`src/rtl/stf_pkg.sv`:
```
package stf_pkg;

  // Result of comparing one measured phase against the two limits
  typedef enum logic [1:0] {
    PH_EARLY = 2'd0,  // below stuffing limit: no stuff bits
    PH_STUFF = 2'd1,  // stuff four bits, in range
    PH_ERROR = 2'd2   // stuff four bits, phase out of range
  } ph_class_e;

  function automatic logic class_stuffs(ph_class_e c);
    return (c == PH_STUFF) || (c == PH_ERROR);
  endfunction

endpackage

```
`src/rtl/stf_phase_ctr.sv`:
```
module stf_phase_ctr #(
  parameter int CNT_W = 16
) (
  input  logic             clk,
  input  logic             rst_n,
  input  logic             pcm_sof,
  input  logic             line_sof,
  output logic             cap,
  output logic [CNT_W-1:0] phase
);

  localparam logic [CNT_W-1:0] CNT_MAX = {CNT_W{1'b1}};
  localparam logic [CNT_W-1:0] CNT_ONE = CNT_W'(1);

  logic [CNT_W-1:0] cnt_q;
  logic             run_q;

  // A capture closes an open window, or a window opened and closed at once
  assign cap   = line_sof && (run_q || pcm_sof);
  assign phase = pcm_sof ? '0 : cnt_q;

  always_ff @(posedge clk) begin
    if (!rst_n) begin
      cnt_q <= '0;
      run_q <= 1'b0;
    end else if (pcm_sof && !line_sof) begin
      cnt_q <= CNT_ONE;
      run_q <= 1'b1;
    end else if (line_sof) begin
      run_q <= 1'b0;
    end else if (run_q && (cnt_q != CNT_MAX)) begin
      cnt_q <= cnt_q + CNT_ONE;
    end
  end

  AST_SAT_HOLD: assert property (@(posedge clk) disable iff (!rst_n)
    (run_q && cnt_q == CNT_MAX && !pcm_sof && !line_sof) |=> (cnt_q == CNT_MAX));

  AST_RESTART: assert property (@(posedge clk) disable iff (!rst_n)
    (pcm_sof && !line_sof) |=> (run_q && cnt_q == CNT_ONE));

  AST_IDLE_NO_CAP: assert property (@(posedge clk) disable iff (!rst_n)
    (!run_q && !pcm_sof) |-> !cap);

endmodule

```
`src/rtl/stf_classify.sv`:
```
module stf_classify
  import stf_pkg::*;
#(
  parameter int CNT_W = 16,
  parameter int THR_W = 16
) (
  input  logic [CNT_W-1:0] phase,
  input  logic [THR_W-1:0] thr_stuff,
  input  logic [THR_W-1:0] thr_err,
  output ph_class_e        cls
);

  localparam int CMP_W = (CNT_W > THR_W) ? CNT_W : THR_W;

  logic [CMP_W-1:0] ph_x, ts_x, te_x;

  assign ph_x = CMP_W'(phase);
  assign ts_x = CMP_W'(thr_stuff);
  assign te_x = CMP_W'(thr_err);

  // The error limit is checked first, so it wins even if the limits are misordered
  always_comb begin
    if (ph_x >= te_x)      cls = PH_ERROR;
    else if (ph_x >= ts_x) cls = PH_STUFF;
    else                   cls = PH_EARLY;
  end

endmodule

```
`src/rtl/stf_dec_reg.sv`:
```
module stf_dec_reg
  import stf_pkg::*;
#(
  parameter int STUFF_N = 4
) (
  input  logic               clk,
  input  logic               rst_n,
  input  logic               cap,
  input  ph_class_e          cls,
  input  logic [STUFF_N-1:0] stuff_val,
  input  logic               err_clr,
  output logic               stuff_en,
  output logic [STUFF_N-1:0] stuff_bits,
  output logic               dec_vld,
  output logic               stuff_err
);

  logic               en_q;
  logic [STUFF_N-1:0] bits_q;
  logic               vld_q;
  logic               err_q;
  logic               do_stuff;

  assign do_stuff = class_stuffs(cls);

  always_ff @(posedge clk) begin
    if (!rst_n) begin
      en_q  <= 1'b0;
      vld_q <= 1'b0;
      err_q <= 1'b0;
    end else begin
      vld_q <= cap;
      if (cap) en_q <= do_stuff;
      // A new error wins over a clear on the same edge
      if (cap && cls == PH_ERROR) err_q <= 1'b1;
      else if (err_clr)           err_q <= 1'b0;
    end
  end

  // Each stuff bit is loaded from its own value bit, and forced to 0 when nothing is stuffed
  for (genvar i = 0; i < STUFF_N; i++) begin : g_bit
    always_ff @(posedge clk) begin
      if (!rst_n)   bits_q[i] <= 1'b0;
      else if (cap) bits_q[i] <= stuff_val[i] & do_stuff;
    end
  end

  assign stuff_en   = en_q;
  assign stuff_bits = bits_q;
  assign dec_vld    = vld_q;
  assign stuff_err  = err_q;

  AST_ERR_STICKY: assert property (@(posedge clk) disable iff (!rst_n)
    (err_q && !err_clr) |=> err_q);

  AST_ERR_WITH_STUFF: assert property (@(posedge clk) disable iff (!rst_n)
    $rose(err_q) |-> (en_q && vld_q));

  AST_NO_STUFF_ZERO: assert property (@(posedge clk) disable iff (!rst_n)
    !en_q |-> (bits_q == '0));

  AST_HOLD_DECISION: assert property (@(posedge clk) disable iff (!rst_n)
    !vld_q |-> ($stable(en_q) && $stable(bits_q)));

endmodule

```
`src/rtl/stf_decider.sv`:
```
module stf_decider
  import stf_pkg::*;
#(
  parameter int CNT_W   = 16,
  parameter int THR_W   = 16,
  parameter int STUFF_N = 4
) (
  input  logic               clk,
  input  logic               rst_n,
  input  logic               pcm_sof,
  input  logic               line_sof,
  input  logic [THR_W-1:0]   thr_stuff,
  input  logic [THR_W-1:0]   thr_err,
  input  logic [STUFF_N-1:0] stuff_val,
  input  logic               err_clr,
  output logic               stuff_en,
  output logic [STUFF_N-1:0] stuff_bits,
  output logic               dec_vld,
  output logic               stuff_err
);

  logic             cap;
  logic [CNT_W-1:0] phase;
  ph_class_e        cls;

  stf_phase_ctr #(.CNT_W(CNT_W)) u_ctr (
    .clk      (clk),
    .rst_n    (rst_n),
    .pcm_sof  (pcm_sof),
    .line_sof (line_sof),
    .cap      (cap),
    .phase    (phase)
  );

  stf_classify #(.CNT_W(CNT_W), .THR_W(THR_W)) u_cls (
    .phase     (phase),
    .thr_stuff (thr_stuff),
    .thr_err   (thr_err),
    .cls       (cls)
  );

  stf_dec_reg #(.STUFF_N(STUFF_N)) u_dec (
    .clk        (clk),
    .rst_n      (rst_n),
    .cap        (cap),
    .cls        (cls),
    .stuff_val  (stuff_val),
    .err_clr    (err_clr),
    .stuff_en   (stuff_en),
    .stuff_bits (stuff_bits),
    .dec_vld    (dec_vld),
    .stuff_err  (stuff_err)
  );

  AST_VLD_PULSE: assert property (@(posedge clk) disable iff (!rst_n)
    dec_vld |=> !dec_vld || $past(line_sof));

endmodule

```
`config.mk`:
```
export PLATFORM = sky130hd
export DESIGN_NAME = stf_decider
export DESIGN_NICKNAME = d
export VERILOG_FILES = /design/src/rtl/stf_pkg.sv /design/src/rtl/stf_phase_ctr.sv /design/src/rtl/stf_classify.sv /design/src/rtl/stf_dec_reg.sv /design/src/rtl/stf_decider.sv
export SDC_FILE = /design/constraint.sdc
export NUM_CORES = 1
export LEC_CHECK = 0
export ABC_AREA = 0
export BUFFER_PORTS_ARGS = -buffer_cell sky130_fd_sc_hd__buf_2
export CELL_PAD_IN_SITES_DETAIL_PLACEMENT = 1
export CELL_PAD_IN_SITES_GLOBAL_PLACEMENT = 2
export CORE_ASPECT_RATIO = 0.5
export CORE_MARGIN = 5
export CORE_UTILIZATION = 31
export CTS_CLUSTER_DIAMETER = 100
export DETAILED_ROUTE_END_ITERATION = 8
export GPL_ROUTABILITY_DRIVEN = 0
export GPL_TIMING_DRIVEN = 0
export PLACE_DENSITY_LB_ADDON = 0.1
export SETUP_SLACK_MARGIN = 0.3
export SLEW_MARGIN = 20
export SYNTH_ARGS = -nofsm -noshare
export SYNTH_HDL_FRONTEND = slang
export SYNTH_SLANG_ARGS = --single-unit
```
`constraint.sdc`:
```
create_clock -name clk -period 3.1 [get_ports clk]
set_input_delay 0.465 -clock clk [delete_from_list [all_inputs] [get_ports clk]]
set_output_delay 0.465 -clock clk [all_outputs]
set_load 0.03 [all_outputs]
```
* Yosys cells after proc, flatten, opt, wreduce, memory -nomap -nowiden
Cells that the tools add are included.
Widths: inputs -> output; s select.
** Storage, ports and cells
- Register bits :: 24
- Input port bits :: 41
- Output and inout port bits :: 7
- Word-level logic and storage cells :: 46
** Cells by class
- $add $sub $neg :: 1
- Order comparisons :: 2
- Equality and inequality tests :: 4
- Muxes and demuxes :: 10
- Bitwise gates (word level) :: 6
- Reduce and logical (&&, ||, !) cells :: 13
** Operator list (number)
- $ge 16x16->1 :: 2
- $add 16x1->16 const B :: 1
- $mux 16 :: 1
- $ne 16x16->1 const B :: 1
- $mux 1 :: 8
- $reduce_bool 2->1 :: 3
- $and 1x1->1 :: 4
- $logic_and 1x1->1 :: 4
- $reduce_and 2->1 :: 2
- $eq 2x1->1 const B :: 1
- $eq 2x2->1 const B :: 1
- $logic_or 1x1->1 :: 2
- $mux 2 :: 1
- $ne 2x1->1 const B :: 1
- $not 1->1 :: 2
- $reduce_or 2->1 :: 1
- $logic_not 1->1 :: 1

* Longest topological paths before layout
- Depth in word-level cells :: 7
- Depth in mapped cells :: 10
- Gate-level depth less buffers :: 9

* Cells and area by module
From an unflattened synthesis, not the netlist that was laid out.
** Second synthesis, totals
- Cells, all modules :: 257
- Area, all modules :: 2092.0 um^2
** Modules (own cells, without submodules)
- stf_phase_ctr :: instances 1, cells each 118, area each 1023.5 um^2, seq. area each 340.3 um^2
- stf_classify :: instances 1, cells each 110, area each 790.8 um^2, seq. area each 0.0 um^2
- stf_dec_reg :: instances 1, cells each 29, area each 277.8 um^2, seq. area each 140.1 um^2

* Least setup slack after synthesis
Ideal clock, no wire load.
- Path kind :: input-to-reg
- Start point :: input port pcm_sof
- End point :: register u_dec.bits_q[0], in the netlist u_dec.stuff_bits[0]
- Arrival :: 2.357 ns
- Data required time :: 2.964 ns
- Setup slack :: 0.607 ns
- Stages :: 10
- Buffers on the path :: 2
- Cell sequence :: clkbuf_2 > clkbuf_1 > nand2b_1 > ha_1 > nand2b_1 > a21oi_1 > nor4b_2 > o41a_1 > nor2_2 > o221ai_1
** On the way
- Longest elaborated chain between the ends :: 7
** RTL lines
- start: declaration :: RTL line stf_decider.sv:10 : input logic pcm_sof,
- $mux 16 :: RTL line stf_phase_ctr.sv:20 : assign phase = pcm_sof ? '0 : cnt_q;
- $ge 16x16->1 :: RTL line stf_classify.sv:24 : else if (ph_x >= ts_x) cls = PH_STUFF;
- $mux 1 :: RTL line stf_classify.sv:24
- $mux 2 :: RTL line stf_classify.sv:23 : if (ph_x >= te_x) cls = PH_ERROR;
- $eq 2x1->1 / $eq 2x2->1 (equally long branches) :: RTL line stf_pkg.sv:11 : return (c == PH_STUFF) || (c == PH_ERROR);
- $logic_or 1x1->1 :: RTL line stf_pkg.sv:11
- $and 1x1->1 :: RTL line stf_dec_reg.sv:44 : else if (cap) bits_q[i] <= stuff_val[i] & do_stuff;
- end signal: indexed assignment :: RTL line stf_dec_reg.sv:44
- end: declaration :: RTL line stf_dec_reg.sv:19 : logic [STUFF_N-1:0] bits_q;
Several ways; a longest one is shown, not always the timed one.
A chain may end at the register's enable or synchronous reset.

* Worst setup path in the final report
- Start point :: input port pcm_sof
- End point :: register u_dec.bits_q[1], in the netlist u_dec.stuff_bits[1]
Same word-level chain as after synthesis.

==> flow_summary_export.csv <==
group,metric,value,unit
route,antenna_left,0,
cts,cts_buffer_depth,2,
global_routing,use_met3,0.0390,
sta,hold_violations,0,
yosys,synth_warnings,0,
critical_path,path_class,"in2reg",
min_path,hp-start,"line_sof",
route,drt_iter0_drc,40,
yosys,ys_seq_elements,24,
yosys,seq_area_frac_synth,0.242,
yosys,synthCells,248,
layout,drive_above_1_share,0.221,
cts,htree_levels,1,
route,finalWirelength,5.38,mm
global_routing,antenna_found_initial,0,
route,vias,1811,
placed_design,io_buffers,47,
cts,insertion_delay,250,ps
sta,grt_setup_unrepaired,"no",
cts,numCtsBuffers,3,
global_routing,grt_util_met1,0.192,
route,wl_per_cell,13.9,um
floorplanning,start_util,0.323,
yosys,syn_nets,320,
sta,hold_slack,452,ps
floorplanning,dieWidth,123,um
yosys,synth-edff-count,0,
critical_path,crit_path_end_kind,"register",
sta,worstMarginPinSlew,555,ps
run,maxCapViolations,0,
floorplanning,placement_rows,20,
critical_path,worstPathArrival,2740,ps
layout,fin_nets,372,
cts,cts_root_buf,"clkbuf_16",
route,viasPerCell,4.69,
route,dr.pass1.iters,4,
sta,setup_violations,0,
placed_design,dp_hpwl,4.49,mm
floorplanning,io_pins,48,
critical_path,r2r_slack,850,ps
cts,post-cts-setup-buffer-count,0,
layout,area_growth,22.3,%
global_routing,grt_overflow,0,
yosys,synthFlopType,"dfxtp_1",
global_routing,grt_max_degree,13,
critical_path,path_max_fanout,10,
status,status,"finished, final reports clean",
sta,fin_worst_skew,2.19,ps
yosys,yosysUniqueCellTypes,47,
cts,cts_tree,"built",
cts,cts_sinks,24,
layout,final_util,0.395,
power_and_ir_drop,powerDensity,282,nW/um^2
min_path,hold-path-endpoint,"u_ctr.run_q",
critical_path,critPathLaunchType,"input port",
floorplanning,die_h,66.6,um
power_and_ir_drop,ir_drop,0.133,mV
critical_path,required,3280,ps
layout,fill_cells,768,
global_routing,grt_util_all_layers,0.138,
critical_path,r2r-end,"u_dec.stuff_bits[1]",
power_and_ir_drop,leakagePower,1.14,nW
critical_path,reg2regPathDepth,8,
global_routing,busiest_layer,"met2",
yosys,postSynthAreaPerCell,8.01,um^2
layout,diodes,0,
cts,path_clk_slew,60,ps
sta,period_needed,2560,ps
sta,max_freq,0.391,GHz
power_and_ir_drop,power,0.684,mW
sta,timing.slew.headroom,0.627,
sta,drv_slew,0,
yosys,postSynth.asyncResetShare,0,
global_routing,use_met2,0.219,
sta,period_share,0.826,
floorplanning,core,6160,um^2
min_path,hp-class,"in2reg",
critical_path,r2r-start,"u_ctr.cnt_q[11]",
global_routing,grt_pass1_wl,8.99,mm
route,drc_errors,0,
floorplanning,die_area,8210,um^2
yosys,synth_area,1990,um^2
min_path,min_path_cells,2,
global_routing,first_global_vias,1941,
==> critical path, stage by stage <==
cell	delay (ps)
buf_2	80
clkbuf_2	250
clkbuf_4	280
nor2_1	90
ha_1	320
nand3_1	130
nor4_1	430
o41a_1	410
nor2_4	90
o221ai_1	190
==> metrics by stage <==
| stage | std cells | instance area (um^2) | setup WS [ps] | TNS [ps] |
|---|---|---|---|---|
| after floorplan | 248 | 1990 | 607 | 0 |
| after global placement | 383 | 2330 | -167 | -734 |
| after detailed placement | 383 | 2330 | -240 | -1070 |
| after CTS | 386 | 2410 | 367 | 0 |
| after global routing | 386 | 2430 | 320 | 0 |
| final | 386 | 2430 | 540 | 0 |
==> worst max path at each step <==
stage | from | end
floorplan | pcm_sof | u_dec.stuff_bits[0]
global placement | pcm_sof | u_dec.stuff_bits[0]
detailed placement | pcm_sof | u_dec.stuff_bits[1]
CTS | pcm_sof | u_dec.stuff_bits[1]
global route | pcm_sof | u_dec.stuff_bits[3]
finish | pcm_sof | u_dec.stuff_bits[1]
==> state kept, by name, summed over array words and instances, names as in the netlist <==
| signal | flops |
|---|---|
| u_dec.stuff_en | 1 |
| u_ctr.run_q | 1 |
| u_dec.dec_vld | 1 |
| u_dec.stuff_bits | 4 |
| u_ctr.cnt_q | 16 |
| u_dec.stuff_err | 1 |
==> cells by family after synthesis <==
| group | Yosys count | synth area share |
|---|---|---|
| compound gates | 35 | 0.120 |
| xor+xnor | 16 | 0.0743 |
| fa+ha+maj | 31 | 0.195 |
| buf+inv | 36 | 0.0686 |
| flops | 24 | 0.242 |
| mux | 1 | 0.00504 |
| simple gates | 105 | 0.295 |
==> cells in the mapped netlist, types with 3 or more instances <==
cell | n | area (um^2)
a21oi_1 | 9 | 45.0
nand2_1 | 19 | 71.3
inv_1 | 31 | 116
dfxtp_1 | 24 | 480
nor2_1 | 24 | 90.1
nand4_1 | 5 | 31.3
a211oi_1 | 3 | 22.5
o21ai_0 | 7 | 35.0
o221ai_1 | 4 | 35.0
ha_1 | 31 | 388
clkbuf_1 | 4 | 15.0
nand2b_1 | 4 | 25.0
nor3_1 | 3 | 15.0
xnor2_1 | 8 | 70.1
xor2_1 | 7 | 61.3
nand3_1 | 14 | 70.1
and4_1 | 3 | 26.3
nor2b_1 | 15 | 93.8
==> power breakdown <==
part	internal, mW	switching (mW)	total, mW
registers	0.311	0.00279	0.314
logic	0.0423	0.0521	0.0944
clock network	0.171	0.106	0.276
==> what timing repair did <==
item                       4_1_cts  5_1_grt
gates resized for setup          2        6
hold buffers                     0        0
setup endpoints to repair        5        5
pin swaps                        0        1
==> layout by cell type, fill, tap and decap left out, types with 4 or more instances in the layout <==
master,count
nand3_1,14
o21ai_0,6
nor2b_1,15
nand4_1,5
xnor2_1,8
buf_2,47
nand2b_1,4
a21oi_1,9
inv_1,31
xor2_1,7
o221ai_1,4
ha_1,31
nor2_1,24
nand2_1,19
dfxtp_1,24
==> metal layers <==
layer / vias to the layer above / share of wire
met2: 37 / 0.40
met4: 0 / 0.0022
met5: - / 0
met1: 815 / 0.53
met3: 2 / 0.063
li1: 957 / -
==> area by class of cell <==
cell class | count | area, um^2 | share of cell area
Sequential cell | 24 | 480 | 0.198
Tap cell | 88 | 110 | 0.0453
Inverter | 31 | 116 | 0.0479
Timing Repair Buffer | 47 | 235 | 0.0968
Buffer | 5 | 23.8 | 0.00978
Multi-Input combinational cell | 188 | 1390 | 0.572
Clock buffer | 3 | 75.1 | 0.0309
Power figures use the tool's default switching activity.
